<file path="src/rtl/symfir_pkg.sv">
// Shared constants and width helpers for the symmetric folded FIR.
// Assumes the tap count is even so every tap has a mirror partner.
package symfir_pkg;

    // Number of register stages from sample input to result output.
    localparam int PIPE_STAGES = 3;

    // Width of the full-precision sum of n products of pair_w x coef_w.
    function automatic int acc_width(input int pair_w, input int coef_w, input int n);
        return pair_w + coef_w + $clog2(n);
    endfunction

endpackage

</file>
<file path="src/rtl/symfir_delay_line.sv">
// Sample history: a chain of TAPS registers, index 0 newest.
// Shifts only when a valid sample is offered; also registers the valid flag
// so the following stage knows the history just changed.
module symfir_delay_line #(
    parameter int TAPS     = 16,
    parameter int SAMPLE_W = 8
) (
    input  logic                               clk,
    input  logic                               rst_n,
    input  logic                               shift_en,
    input  logic [SAMPLE_W-1:0]                din,
    output logic [TAPS-1:0][SAMPLE_W-1:0]      line_q,
    output logic                               line_vld
);

    // Stage 0 takes the new sample; each later stage takes its neighbour.
    for (genvar t = 0; t < TAPS; t++) begin : g_stage
        if (t == 0) begin : g_head
            // Capture the incoming sample when it is valid.
            always_ff @(posedge clk) begin
                if (!rst_n)        line_q[t] <= '0;
                else if (shift_en) line_q[t] <= din;
            end
        end else begin : g_body
            // Move the previous tap's sample along on a valid cycle.
            always_ff @(posedge clk) begin
                if (!rst_n)        line_q[t] <= '0;
                else if (shift_en) line_q[t] <= line_q[t-1];
            end
        end
    end

    // Flag that the history was updated on this edge.
    always_ff @(posedge clk) begin
        if (!rst_n) line_vld <= 1'b0;
        else        line_vld <= shift_en;
    end

endmodule

</file>
<file path="src/rtl/symfir_preadd.sv">
// Folding stage: adds each tap to its mirror tap and registers the sums.
// Assumes TAPS is even; each sum is one bit wider than a sample.
module symfir_preadd #(
    parameter int TAPS     = 16,
    parameter int SAMPLE_W = 8,
    localparam int HALF    = TAPS / 2,
    localparam int PAIR_W  = SAMPLE_W + 1
) (
    input  logic                             clk,
    input  logic                             rst_n,
    input  logic [TAPS-1:0][SAMPLE_W-1:0]    line_q,
    input  logic                             line_vld,
    output logic [HALF-1:0][PAIR_W-1:0]      pair_q,
    output logic                             pair_vld
);

    for (genvar k = 0; k < HALF; k++) begin : g_pair
        // Register the sum of tap k and tap TAPS-1-k.
        always_ff @(posedge clk) begin
            if (!rst_n) pair_q[k] <= '0;
            else        pair_q[k] <= PAIR_W'(line_q[k]) + PAIR_W'(line_q[TAPS-1-k]);
        end
    end

    // Carry the valid flag alongside the pair sums.
    always_ff @(posedge clk) begin
        if (!rst_n) pair_vld <= 1'b0;
        else        pair_vld <= line_vld;
    end

endmodule

</file>
<file path="src/rtl/symfir_mac_tree.sv">
// Constant multipliers and adder tree. Each pair sum is scaled by its own
// elaboration-time coefficient and all products are summed at full
// precision into a registered accumulator. Unsigned arithmetic throughout.
module symfir_mac_tree #(
    parameter int HALF    = 8,
    parameter int PAIR_W  = 9,
    parameter int COEF_W  = 8,
    parameter int ACC_W   = 20,
    parameter logic [HALF*COEF_W-1:0] COEF_VEC = '0,
    localparam int PROD_W = PAIR_W + COEF_W
) (
    input  logic                          clk,
    input  logic                          rst_n,
    input  logic [HALF-1:0][PAIR_W-1:0]   pair_q,
    input  logic                          pair_vld,
    output logic [ACC_W-1:0]              acc_q,
    output logic                          acc_vld
);

    logic [PROD_W-1:0] prod [HALF];
    logic [ACC_W-1:0]  acc_d;

    for (genvar k = 0; k < HALF; k++) begin : g_mul
        localparam logic [COEF_W-1:0] COEF_K = COEF_VEC[k*COEF_W +: COEF_W];
        // Multiply one pair sum by its fixed coefficient.
        always_comb prod[k] = PROD_W'(pair_q[k]) * PROD_W'(COEF_K);
    end

    // Sum all products at full width.
    always_comb begin
        acc_d = '0;
        for (int k = 0; k < HALF; k++) begin
            acc_d = acc_d + ACC_W'(prod[k]);
        end
    end

    // Register the sum and its valid flag.
    always_ff @(posedge clk) begin
        if (!rst_n) begin
            acc_q   <= '0;
            acc_vld <= 1'b0;
        end else begin
            acc_q   <= acc_d;
            acc_vld <= pair_vld;
        end
    end

endmodule

</file>
<file path="src/rtl/symfir_top.sv">
// Symmetric folded FIR filter, top level.
// One unsigned sample per clock in, one scaled result per clock out, three
// register stages apart. Assumes TAPS is even and that COEF_VEC and DROP
// keep the scaled sum within OUT_W bits (the bound checker watches this).
module symfir_top #(
    parameter int TAPS     = 16,
    parameter int SAMPLE_W = 8,
    parameter int OUT_W    = 10,
    parameter int COEF_W   = 8,
    parameter int DROP     = 5,
    parameter logic [(TAPS/2)*COEF_W-1:0] COEF_VEC = 64'h100C_0806_0403_0201
) (
    input  logic                clk,
    input  logic                rst_n,
    input  logic                in_valid,
    input  logic [SAMPLE_W-1:0] in_sample,
    output logic                out_valid,
    output logic [OUT_W-1:0]    out_result
);

    localparam int HALF   = TAPS / 2;
    localparam int PAIR_W = SAMPLE_W + 1;
    localparam int ACC_W  = symfir_pkg::acc_width(PAIR_W, COEF_W, HALF);

    logic [TAPS-1:0][SAMPLE_W-1:0] line_q;
    logic                          line_vld;
    logic [HALF-1:0][PAIR_W-1:0]   pair_q;
    logic                          pair_vld;
    logic [ACC_W-1:0]              acc_q;
    logic                          acc_vld;

    symfir_delay_line #(
        .TAPS     (TAPS),
        .SAMPLE_W (SAMPLE_W)
    ) u_line (
        .clk      (clk),
        .rst_n    (rst_n),
        .shift_en (in_valid),
        .din      (in_sample),
        .line_q   (line_q),
        .line_vld (line_vld)
    );

    symfir_preadd #(
        .TAPS     (TAPS),
        .SAMPLE_W (SAMPLE_W)
    ) u_fold (
        .clk      (clk),
        .rst_n    (rst_n),
        .line_q   (line_q),
        .line_vld (line_vld),
        .pair_q   (pair_q),
        .pair_vld (pair_vld)
    );

    symfir_mac_tree #(
        .HALF     (HALF),
        .PAIR_W   (PAIR_W),
        .COEF_W   (COEF_W),
        .ACC_W    (ACC_W),
        .COEF_VEC (COEF_VEC)
    ) u_mac (
        .clk      (clk),
        .rst_n    (rst_n),
        .pair_q   (pair_q),
        .pair_vld (pair_vld),
        .acc_q    (acc_q),
        .acc_vld  (acc_vld)
    );

    // Scale the full-precision sum by dropping DROP low bits.
    assign out_result = OUT_W'(acc_q >> DROP);
    assign out_valid  = acc_vld;

endmodule

</file>
<file path="config.mk">
export PLATFORM = sky130hd
export DESIGN_NAME = symfir_top
export DESIGN_NICKNAME = d
export VERILOG_FILES = /design/src/rtl/symfir_pkg.sv /design/src/rtl/symfir_delay_line.sv /design/src/rtl/symfir_preadd.sv /design/src/rtl/symfir_mac_tree.sv /design/src/rtl/symfir_top.sv
export SDC_FILE = /design/constraint.sdc
export NUM_CORES = 1
export LEC_CHECK = 0
export CORE_MARGIN = 2
export CORE_UTILIZATION = 34
export CTS_CLUSTER_SIZE = 20
export DETAILED_ROUTE_END_ITERATION = 6
export DONT_BUFFER_PORTS = 1
export GPL_ROUTABILITY_DRIVEN = 0
export PLACE_DENSITY = 0.54
export SLEW_MARGIN = 20
export SYNTH_ARGS = -nofsm -noshare
export SYNTH_HDL_FRONTEND = slang
export SYNTH_SLANG_ARGS = --single-unit
export TNS_END_PERCENT = 30
</file>
<file path="constraint.sdc">
create_clock -name clk -period 5.05 [get_ports clk]
set_clock_uncertainty 0.15 [all_clocks]
set_input_delay 0.2525 -clock clk [delete_from_list [all_inputs] [get_ports clk]]
set_output_delay 0.2525 -clock clk [all_outputs]
set_load 0.03 [all_outputs]
</file>
Yosys cells after proc, flatten, opt, wreduce, memory -nomap -nowiden:

Index checks and enable logic that the tools add are counted.

* register bits after elaboration: 218
* bits in latches: 0
* bits in writable memories: 0
* ROM bits: 0
* bits of input ports: 11
* output and inout port bits: 11
* memories: 0

* $add $sub $neg: 15
* multipliers: 3
* div/mod/pow operators: 0
* $lt $le $gt $ge: 0
* eq/ne operators: 0
* shifts and indexed selects: 0
* muxes and demuxes: 0
* bitwise operators: 0
* reductions and logical operators: 0

Operators by type and width (number)
* 8-bit by 8-bit adder with 9-bit output: 8
* 9-bit by 2-bit multiplier with 11-bit output, second input constant: 3
* 15-bit by 11-bit adder with 15-bit output: 2
* 15-bit by 12-bit adder with 15-bit output: 2
* 15-bit by 13-bit adder with 15-bit output: 2
* 9-bit by 10-bit adder with 11-bit output: 1

Depth between registers and ports, before layout:

Gate-level depths: netlist (run 1).

* depth in word-level cells: 7
* depth in mapped cells: 23

Modules after synthesis:

A second synthesis (run 1) with hierarchy kept.

* cell total of the unflattened synthesis: 1252
* area total of the unflattened synthesis: 12774.8 sq um

Modules (own cells, without submodules)
* symfir_delay_line: times used 1, cells each 415, area an instance 4986.0 sq um
* symfir_preadd: times used 1, cells each 447, area an instance 4286.6 sq um
* symfir_mac_tree: times used 1, cells each 390, area an instance 3502.1 sq um

Worst setup path after synthesis (run 1):

OpenSTA, ideal clock, no wires.

* kind: flip-flop to flip-flop
* start point: register u_fold.pair_q[2] in the netlist's numbering
* end point: register u_mac.acc_q[12]
* library setup time: 115 ps
* arrival: 5188 ps
* path slack: -403 ps
* cell stages (with the launch flop): 22
* buffers on the path: 0
* period minus slack after synthesis: 5453 ps
* cells stage by stage: dfxtp_1 > ha_1 > a21o_1 > a21oi_2 > o21ai_1 > or4_1 > and3_1 > or2_1 > fa_1 > fa_1 > inv_1 > fa_1 > inv_1 > fa_1 > inv_1 > ha_1 > o21a_1 > o31a_1 > o41ai_1 > o21bai_1 > xor2_1 > and2_1

* cells in the longest elaborated chain, start to end: 7

RTL lines
* from (decl): line symfir_preadd.sv:13 `output logic [HALF-1:0][PAIR_W-1:0] pair_q,`
* from (signal, indexed assignment): line symfir_preadd.sv:21 `else pair_q[k] <= PAIR_W'(line_q[k]) + PAIR_W'(line_q[TAPS-1-k]);`
* 9-bit by 10-bit adder with 11-bit output: line symfir_mac_tree.sv:33 `acc_d = acc_d + ACC_W'(prod[k]);`
* 15-bit by 11-bit adder with 15-bit output (2 in series): line symfir_mac_tree.sv:33
* 15-bit by 12-bit adder with 15-bit output (2 in series): line symfir_mac_tree.sv:33
* 15-bit by 13-bit adder with 15-bit output (2 in series): line symfir_mac_tree.sv:33
* to (signal assigned): line symfir_mac_tree.sv:40 `acc_q <= '0;`
* to (signal assigned): line symfir_mac_tree.sv:43 `acc_q <= acc_d;`
* to (decl): line symfir_mac_tree.sv:16 `output logic [ACC_W-1:0] acc_q,`

No other way between the ends.
A chain may end at the register's enable or synchronous reset.

Final worst setup path (run 1):

* start point: register u_fold.pair_q[10] in the netlist's numbering
* end point: register u_mac.acc_q[12]

Same word-level chain as after synthesis.

==> metrics.md, run 1 <==
| Metric | Value |
|---|---|
| Top post-synthesis cells by area | dfxtp_1 (37%), ha_1 (12%), mux2i_1 (11%) |
| Clock share of power | around 53% |
| Setup ws final | -205.5 ps |
| Psw | between 800 and 900 uW |
| CP arrival | ~5500 ps |
| DP HPWL | ~18 mm |
| CTS tree | built |
| Largest net degree at the start of global routing | 130 |
| Yosys warns | 0 |
| Core Area | 33450 um2 |
| Distinct cells, synth | 36 |
| DRT Pass-1 Iters | 4 |
| First-pass GRT wire length | approximately 42 mm |
| Cts bufs inserted | 24 |
| Antenna Violating Nets Remaining | 0 |
| Setup_tns | -670.2 ps |
| CP Capture Type | flop |
| Fmax | between 150 and 200 MHz |
| Number of max-cap violations | 0 |
| Netlist Area Pre-Place | 11510 um2 |
| Seq/Total Area, Yosys | a little under two fifths |
| Cell Chain, Critical Path | ha_4, a21o_1, a21oi_2, o21ai_2, or4_4, and3_4, or2_4, fa_1, fa_1, inv_1, fa_1, inv_1, fa_1, inv_2, ha_4, o21a_1, o31a_1, o41ai_4, o21bai_1, xor2_1, and2_1 |
| Vias | 7798 |
| Antenna cells | 0 |
| Slowest CP cell | fa_1 |
| Leakage dissipation | about 6 nW |
| Reg power frac | 43.0% |
| Hold slack final | approximately 4.3 ps |
| Vias/cell | 4.603 |
| I/O pin count | 22 |
| GRT Max-Usage Layer | met2 |
| Number of flops mapped to enable cells by yosys | 0 |
| Clk sinks | approximately 210 |
| Setup violators final | 5 |
| Nets | ~1.4k |
| Period utilization | 104.1% |
| Clock latency on the worst-skew pair | around 520 ps |
| Most common cell on crit path | fa_1 |
| Die height | around 190 um |
| Htree depth | 1 |
| Clock slew at reported path FFs | ~60 ps |
| Yosys top cell area share | 37.04% |
| Final Hold Viols | 0 |
| Syn Area/Cell | slightly below 10 um2 |
| Full die area | 35340 um2 |
| Max-slew violation count | 0 |
| Peak supply drop | 0.0001811 V |
| Area Growth Syn to Fin | 16.78% |
| Clk buf depth | 3 |
| Die Wd | about 190 um |
| Int Pwr | around 3.2 mW |
| Top cells by instance count after synthesis | dfxtp_1 (213), nor2_1 (208), mux2i_1 (129) |
| Met3 Usage GRT | 1.684% |
| IO Port Bufs | 0 |
| Final wirelength | 25.10 mm |
| Initial drt markers | 289 |
| Cells after Synth | 1194 |
| RSZ-0062 raised after global routing | yes |
| Rows | 67 |
| Largest fanout on the critical path | 2 |
| Final Critical Period | approximately 5300 ps |
| Max incr delay on CP | approximately 500 ps |
| Sw Ratio | a little over a fifth |
| Top delay family on crit path | adder cells |
| Synth Register Bits | roughly 210 |
| CP Buf/Inv Count | 3 |
| Root buffer cell | clkbuf_16 |
| Initial antenna violation count | 0 |
| WL/cell | 14.81 um |
| Mapped Nets | roughly 1.4k |
| Status | complete, but fails checks |
| Top-count cell post-synth | dfxtp_1 |
| Grt met1 use | about a fifth |
| Fraction of layout cells with a size suffix above 1 | around 8.9% |
| Setup crit start kind | flop |
| Area leader, netlist | dfxtp_1 |
| Overflow after GRT | 0 |
| Number of global-route vias before repair | around 8k |
| Global-route usage over all layers | 14.70% |
| Kind of critical path | flop to flop |
| Violated checks | negative setup slack |
| Combinational power share | around 4.0% |
| Residual DRC | 0 |
| Pwr per Cell Area | ~300 nW/um2 |
| Max-slew headroom | 42.33% |
| Initial Utilization | about a third |
| Synth Flop Type | dfxtp_1 |
| WP data required | 5320 ps |
| Async SR Flop Fraction | 0% |
| Worst slew pin tran | ~860 ps |
| Min-Delay Path Class | input pin to flop |
| Worst slack, placed | -479.8 ps |
| Met2 usage | 24.67% |
[path summary, 6_finish.rpt]
check / from / to / slack [ps] / depth (start not counted)
max: u_fold.pair_q[10] / u_mac.acc_q[12] / -210 / 21
min: rst_n / u_mac.acc_q[10] / 4 / 2
max reg2reg: u_fold.pair_q[10] / u_mac.acc_q[12] / -210 / 21
min reg2reg: u_line.line_vld / u_fold.pair_vld / 280 / 1
[power groups by stage]
stage,Clock (mW),Combinational [mW],Sequential [mW]
global placement,0,0.114,1.75
finish,2.11,0.160,1.71
CTS,2.16,0.162,1.71
floorplan,0,0.120,1.74
global route,2.23,0.179,1.71
detailed placement,0,0.116,1.75
[final cells by class]
class / instances / area (um2)
Clock inverter: 15 / 300.3
Timing Repair Buffer: 46 / 400.4
Multi-Input combinational cell: 822 / 6795
Inverter: 121 / 459.2
Sequential cell: 213 / 4267
Clock buffer: 29 / 660.6
Fill cell: 3280 / 20010
Tap cell: 448 / 560.5
[cells by family after synthesis]
group,share of synthesized area [%]
mux,11.22
flops,37.04
simple gates,11.87
buf+inv,5.315
compound gates,8.250
xor+xnor,3.652
fa+ha+maj,22.65
[metrics by stage]
step	utilization (%)	power [mW]	instance area [um2]	instances
after global placement	36.53	1.862	12220	1639
after CTS	39.99	4.030	13380	1694
after floorplan	-	1.863	11550	1194
after detailed placement	36.53	1.864	12220	1639
after global routing	40.19	4.118	13440	1694
final	40.19	3.980	13440	1694
[metal layers]
metal | vias to the layer above | part of all wire (%) | wire length, um
met1 | 3689 | 50 | 12480
li1 | 4017 | - | -
met2 | 69 | 46 | 11640
met5 | - | 0 | 0
met4 | 0 | 1.3 | 314
met3 | 23 | 2.6 | 664
[what timing repair did]
| action | CTS | global route |
|---|---|---|
| hold buffers | 11 | 0 |
| gates resized for setup | 14 | 16 |
| endpoints found under the hold margin | 158 | 0 |
| endpoints found under the setup margin | 7 | 8 |
| pin swaps | 14 | 15 |
| setup buffers | 0 | 0 |
[sequential cells by signal (all words and copies together) (netlist names)]
| register | flops |
|---|---|
| u_line.line_q | 128 |
| u_mac.acc_q | 10 |
| u_fold.pair_q | 72 |
| u_mac.acc_vld | 1 |
| u_fold.pair_vld | 1 |
| u_line.line_vld | 1 |
[layout by cell type, fill, tap and decap left out, types with 5 or more instances in the layout]
| cell type | synthesis | final |
|---|---|---|
| mux2i_1 | 129 | 129 |
| o31ai_1 | 10 | 9 |
| inv_1 | 121 | 119 |
| nor3_1 | 22 | 20 |
| xnor2_1 | 21 | 21 |
| xor2_1 | 27 | 24 |
| fa_1 | 64 | 62 |
| nand2_1 | 38 | 38 |
| dfxtp_1 | 213 | 211 |
| ha_1 | 106 | 102 |
| o21a_1 | 10 | 10 |
| clkbuf_16 | 0 | 25 |
| clkinv_2 | 0 | 6 |
| and2_1 | 13 | 13 |
| nor2b_1 | 19 | 18 |
| o211ai_1 | 16 | 16 |
| buf_4 | 0 | 35 |
| nor2_1 | 208 | 207 |
| dlygate4sd3_1 | 0 | 9 |
| bufinv_16 | 0 | 9 |
| nand2b_1 | 5 | 5 |
| a21oi_2 | 1 | 5 |
| a21o_1 | 17 | 17 |
| a21oi_1 | 51 | 47 |
| o21ai_0 | 38 | 35 |
[worst register-to-register path, stage by stage (launching register included)]
cell and delay [ps]:
dfxtp_2 330, ha_4 230, a21o_1 180, a21oi_2 160, o21ai_2 70, or4_4 480, and3_4 160, or2_4 240
fa_1 450, fa_1 490, inv_1 50, fa_1 470, inv_1 50, fa_1 480, inv_2 50, ha_4 210
o21a_1 100, o31a_1 150, o41ai_4 260, o21bai_1 110, xor2_1 160, and2_1 130
Power figures use the tool's default switching activity.
==> run 2: changes to the inputs <==
--- a/config.mk
+++ b/config.mk
@@ -5,13 +5,15 @@
 export SDC_FILE = /design/constraint.sdc
 export NUM_CORES = 1
 export LEC_CHECK = 0
+export CORE_ASPECT_RATIO = 2
 export CORE_MARGIN = 2
 export CORE_UTILIZATION = 34
+export CTS_CLUSTER_DIAMETER = 150
 export CTS_CLUSTER_SIZE = 20
 export DETAILED_ROUTE_END_ITERATION = 6
 export DONT_BUFFER_PORTS = 1
 export GPL_ROUTABILITY_DRIVEN = 0
-export PLACE_DENSITY = 0.54
+export PLACE_DENSITY = 0.56
 export SLEW_MARGIN = 20
 export SYNTH_ARGS = -nofsm -noshare
 export SYNTH_HDL_FRONTEND = slang
==> metrics.md, run 2 (synthesis results as in run 1) <==
| Metric | Value |
|---|---|
| Final Hold Viols | 0 (unchanged) |
| Die height | 264.2 um (was 188 um) |
| Number of max-cap violations | 0 (unchanged) |
| Setup violators final | 6 (was 5) |
| Number of global-route vias before repair | 8483 (was 8111) |
| Clk buf depth | 3 (unchanged) |
| Min-Delay Path Class | input pin to flop (unchanged) |
| Setup ws final | -291.7 ps (was -205.5 ps) |
| Rows | 95 (was 67) |
| CP Capture Type | flop (unchanged) |
| Clock latency on the worst-skew pair | 510 ps (was 520 ps) |
| IO Port Bufs | 0 (unchanged) |
| Setup crit start kind | flop (unchanged) |
| Max incr delay on CP | 670 ps (was 490 ps) |
| WL/cell | 16.67 um (was 14.81 um) |
| Slowest CP cell | or4b_2 (was fa_1) |
| Kind of critical path | flop to flop (unchanged) |
| Initial drt markers | 277 (was 289) |
| Largest reg by FF count | u_line.line_q (unchanged) |
| Clock slew at reported path FFs | 90 ps (was 60 ps) |
| Core Area | 33520 um2 (was 33450 um2) |
| Full die area | 35430 um2 (was 35340 um2) |
| Vias/cell | 4.762 (was 4.603) |
| Die Wd | 134.1 um (was 188 um) |
| Max-slew violation count | 0 (unchanged) |
| Initial antenna violation count | 1 (was 0) |
| Hold slack final | 42.96 ps (was 4.321 ps) |
| Global-route usage over all layers | 16.36% (was 14.70%) |
| WP data required | 5240 ps (was 5320 ps) |
| Violated checks | negative setup slack (unchanged) |
| Status | complete, but fails checks (unchanged) |
| Antenna cells | 0 (unchanged) |
| Overflow after GRT | 0 (unchanged) |
| Fin util | 39.14% (was 40.19%) |
| CP Buf/Inv Count | 2 (was 3) |
| Largest net degree at the start of global routing | 125 (was 130) |
| Pwr per Cell Area | 227.0 nW/um2 (was 296.0 nW/um2) |
| Max-slew headroom | 31.24% (was 42.33%) |
| CP arrival | 5530 ps (about the same) |
| CTS tree | built (unchanged) |
| Leakage dissipation | 5.845 nW (was 6.021 nW) |
| Fraction of layout cells with a size suffix above 1 | 6.080% (was 8.909%) |
| Vias | 8029 (was 7798) |
| Max FFs per register | 128 (unchanged) |
| Biggest regs | u_line.line_q (128), u_fold.pair_q (72), u_mac.acc_q (10) (unchanged) |
| Final wirelength | 28.11 mm (was 25.10 mm) |
| Initial Utilization | 34.34% (was 34.41%) |
| Final Critical Period | 5342 ps (was 5256 ps) |
| Htree depth | 1 (unchanged) |
| Residual DRC | 0 (unchanged) |
| Cts bufs inserted | 14 (was 24) |
| Cell Chain, Critical Path | buf_4, fa_2, buf_4, xnor2_1, fa_1, fa_1, fa_1, fa_1, or4b_2, fa_2, nor2b_2, o31a_1, o41ai_4, o21ai_1, xnor2_1, nor2_1 (was ha_4, a21o_1, a21oi_2, o21ai_2, or4_4, and3_4, or2_4, fa_1, fa_1, inv_1, fa_1, inv_1, fa_1, inv_2, ha_4, o21a_1, o31a_1, o41ai_4, o21bai_1, xor2_1, and2_1) |
| Antenna Violating Nets Remaining | 0 (unchanged) |
| Most common cell on crit path | fa_1 (unchanged) |
| First-pass GRT wire length | 44.67 mm (was 42.32 mm) |
| Most frequent cells in the layout | dfxtp_1 (210), nor2_1 (208), mux2i_1 (129), inv_1 (119), ha_1 (102) (was dfxtp_1 (211), nor2_1 (207), mux2i_1 (129), inv_1 (119), ha_1 (102)) |
| Top delay family on crit path | adder cells (unchanged) |
| I/O pin count | 22 (unchanged) |
| Largest fanout on the critical path | 2 (unchanged) |
| DP HPWL | 20.94 mm (was 18.26 mm) |
| Period utilization | 105.8% (was 104.1%) |
| Root buffer cell | clkbuf_16 (unchanged) |
| RSZ-0062 raised after global routing | yes (unchanged) |
| Commonest non-fill, non-tap cell in the layout | dfxtp_1 (unchanged) |
| Nets | 1431 (was 1409) |
| Clk sinks | 213 (unchanged) |
| Fmax | 187.2 MHz (was 190.3 MHz) |
| Peak supply drop | 0.0002281 V (was 0.0001811 V) |
| DRT Pass-1 Iters | 4 (unchanged) |
| Worst slew pin tran | 1031 ps (was 865.0 ps) |
| Area Growth Syn to Fin | 13.98% (was 16.78%) |
run 2: final timing paths:
check | to | depth (start not counted) | slack, ps | startpoint
worst min-delay path | u_line.line_q[95] | 2 | 40 | rst_n
worst min register to register | u_line.line_q[120] | 2 | 360 | u_line.line_q[120]
worst max register to register | u_mac.acc_q[14] | 16 | -290 | u_fold.pair_q[2]
worst max-delay path | u_mac.acc_q[14] | 16 | -290 | u_fold.pair_q[2]
run 2: layout make-up:
cell class | instances | area (um2)
sequential | 213 | 4268
inverter | 121 | 459.2
clock buffer | 14 | 350.3
tap | 436 | 545.5
fill | 3329 | 20400
timing repair buffer | 78 | 720.7
clock inverter | 2 | 25.02
multi-input combinational | 822 | 6751
run 2: layer usage:
layer  part of all wire (%)  track usage, %  up-vias
li1                       -               -     4029
met1                     34           14.73     3851
met2                     59           34.61       93
met3                    1.8           1.439       56
met4                    5.2           8.165        0
met5                      0               0        -
run 2: repair_timing:
action,CTS,global route
buffers inserted,3,1
setup endpoints to repair,7,9
resized for setup,12,12
gates cloned,0,0
endpoints found under the hold margin,158,2
pin swaps,13,17
hold buffers,46,1
run 2: where the power goes:
group / total, mW / switching, mW / internal (mW)
clock network: 1.10 / 0.592 / 0.508
registers: 1.71 / 0.0157 / 1.69
logic: 0.170 / 0.0913 / 0.0786
run 2: through the flow:
step	TNS, ps	worst slack (ps)	cells	cell area (um2)	power [mW]
finish	-1354	-291.7	1686	13120	2.978
global route	-2932	-524.2	1686	13120	3.105
CTS	-1753	-392.6	1684	13060	3.031
detailed placement	-2703	-515.6	1619	12140	1.866
global placement	-2343	-451.0	1619	12140	1.865
floorplan	-311.0	-182.9	1194	11550	1.863
==> run 3: changes to the inputs <==
==> constraint.sdc (replaced) <==
create_clock -name clk -period 5.05 [get_ports clk]
set_clock_uncertainty 0.15 [all_clocks]
set_input_delay 1.01 -clock clk [delete_from_list [all_inputs] [get_ports clk]]
set_output_delay 1.01 -clock clk [all_outputs]
set_load 0.03 [all_outputs]
==> metrics.md, run 3 (synthesis results as in run 1) <==
| Metric | Value |
|---|---|
| Status | complete, but fails checks (unchanged) |
| Violated checks | negative setup slack (unchanged) |
| Clock slew at reported path FFs | 90 ps (about the same) |
| Pwr per Cell Area | 233.3 nW/um2 (was 227.0 nW/um2) |
| Initial Utilization | 34.34% (unchanged) |
| Commonest non-fill, non-tap cell in the layout | dfxtp_1 (unchanged) |
| Register Area | 4267 um2 (was 4268 um2) |
| Die height | 264.2 um (unchanged) |
| Residual DRC | 0 (unchanged) |
| DP HPWL | 21.19 mm (was 20.94 mm) |
| CTS tree | built (unchanged) |
| Final Critical Period | 5386 ps (was 5342 ps) |
| Max-slew violation count | 0 (unchanged) |
| Clock latency on the worst-skew pair | 490 ps (was 510 ps) |
| Setup crit start kind | flop (unchanged) |
| Die Wd | 134.1 um (unchanged) |
| Critical R2R Launch | u_fold.pair_q[10] (was u_fold.pair_q[2]) |
| Rows | 95 (unchanged) |
| IO Port Bufs | 0 (unchanged) |
| DRT Pass-1 Iters | 4 (unchanged) |
| CP arrival | 5630 ps (was 5530 ps) |
| Biggest regs | u_line.line_q (128), u_fold.pair_q (72), u_mac.acc_q (10) (unchanged) |
| Hold slack final | 289.2 ps (was 42.96 ps) |
| Hold path start | u_line.line_vld (was rst_n) |
| CTS Hold Bufs | 0 (was 46) |
| Fin area | 12660 um2 (was 13120 um2) |
| CP Capture Type | flop (unchanged) |
| Cts bufs inserted | 14 (unchanged) |
| Area Growth Syn to Fin | 9.978% (was 13.98%) |
| Antenna Violating Nets Remaining | 0 (unchanged) |
| Most frequent cells in the layout | dfxtp_1 (211), nor2_1 (208), mux2i_1 (129), inv_1 (118), ha_1 (102) (was dfxtp_1 (210), nor2_1 (208), mux2i_1 (129), inv_1 (119), ha_1 (102)) |
| Period utilization | 106.7% (was 105.8%) |
| Largest fanout on the critical path | 2 (unchanged) |
| Fmax | 185.7 MHz (was 187.2 MHz) |
| Fillers | 3419 (was 3329) |
| Leakage dissipation | 5.657 nW (was 5.845 nW) |
| Clk buf depth | 3 (unchanged) |
| Initial drt markers | 403 (was 277) |
| Max FFs per register | 128 (unchanged) |
| Core Area | 33520 um2 (unchanged) |
| Max-slew headroom | 56.61% (was 31.24%) |
| RSZ-0062 raised after global routing | yes (unchanged) |
| I/O pin count | 22 (unchanged) |
| Global-route usage over all layers | 16.10% (was 16.36%) |
| WP data required | 5300 ps (was 5240 ps) |
| Overflow after GRT | 0 (unchanged) |
| Initial antenna violation count | 0 (was 1) |
| Final Hold Viols | 0 (unchanged) |
| Fraction of layout cells with a size suffix above 1 | 6.068% (was 6.080%) |
| Full die area | 35430 um2 (unchanged) |
| R2R cell count | 21 (was 16) |
| Min-Delay Path Class | flop to flop (was input pin to flop) |
| WL/cell | 16.69 um (was 16.67 um) |
| Nets | 1384 (was 1431) |
| Worst slew pin tran | 650.9 ps (was 1031 ps) |
| Kind of critical path | flop to flop (unchanged) |
| Vias | 7893 (was 8029) |
| Clk sinks | 213 (unchanged) |
| Area of the multi-input gates | 6759 um2 (was 6751 um2) |
| Number of global-route vias before repair | 8511 (was 8483) |
| Placed cell area | 12180 um2 (was 12140 um2) |
| Setup crit start | u_fold.pair_q[10] (was u_fold.pair_q[2]) |
| Largest reg by FF count | u_line.line_q (unchanged) |
| Antenna cells | 0 (unchanged) |
| Largest net degree at the start of global routing | 130 (was 125) |
| Number of max-cap violations | 0 (unchanged) |
| Htree depth | 1 (unchanged) |
| Vias/cell | 4.816 (was 4.762) |
| First-pass GRT wire length | 44.32 mm (was 44.67 mm) |
| Hold Path Depth | 1 (was 2) |
| Peak supply drop | 0.0002557 V (was 0.0002281 V) |
| Root buffer cell | clkbuf_16 (unchanged) |
| Setup ws final | -336.4 ps (was -291.7 ps) |
| Final wirelength | 27.35 mm (was 28.11 mm) |
| Setup violators final | 6 (unchanged) |
[run 3: repair_timing]
action / in CTS / in global routing
setup endpoints to repair: 7 / 9
gates resized for setup: 8 / 13
hold endpoints to repair: 0 / 0
setup buffers: 1 / 0
pin swaps: 12 / 18
[run 3: critical path, cell delays in order, from the launching register on]
cell and delay (ps):
dfxtp_2 340, ha_4 220, a21o_1 180, a21oi_4 190
o21ai_2 80, or4_4 490, and3_4 170, or2_4 250
fa_1 450, fa_1 480, inv_1 50, fa_1 490
inv_2 40, fa_1 480, inv_2 50, ha_4 210
o21a_1 100, o31a_1 150, o41ai_4 320, o21bai_1 110
xor2_1 160, and2_1 130
[run 3: worst paths after layout]
kind	end	slack, ps
worst max-delay path	u_mac.acc_q[12]	-340
worst min-delay path	u_fold.pair_vld	290
worst max register to register	u_mac.acc_q[12]	-340
worst min register to register	u_fold.pair_vld	290
[run 3: power breakdown]
part | internal (mW) | switching, mW | total [mW]
clock network | 0.534 | 0.591 | 1.12
registers | 1.69 | 0.0153 | 1.71
logic | 0.0576 | 0.0632 | 0.121
total | 2.28 | 0.669 | 2.95
[run 3: per-stage QoR]
stage / TNS, ps / power [mW] / std cells / utilization [%] / setup slack (ps)
2_1_floorplan: -311.0 / 1.863 / 1194 / - / -182.9
3_3_place_gp: -2257 / 1.866 / 1622 / 36.33 / -456.2
3_5_place_dp: -2551 / 1.869 / 1622 / 36.33 / -479.7
4_1_cts: -1765 / 3.004 / 1639 / 37.58 / -354.4
5_1_grt: -2609 / 3.077 / 1639 / 37.77 / -509.6
6_report: -1210 / 2.954 / 1639 / 37.77 / -336.4
[run 3: metal layers]
layer / wire length (um) / GRT usage (%)
met2: 16290 / 33.93
met4: 1346 / 7.824
met3: 507 / 1.439
met1: 9211 / 14.68
met5: 0 / 0
[run 3: final cells by class]
| type | instances | area share, % |
|---|---|---|
| clock buffer | 15 | 2.965 |
| clock inverter | 1 | 0.06918 |
| inverter | 121 | 3.627 |
| multi-input combinational | 822 | 53.39 |
| sequential | 213 | 33.70 |
| tap | 436 | 4.309 |
| timing repair buffer | 31 | 1.937 |
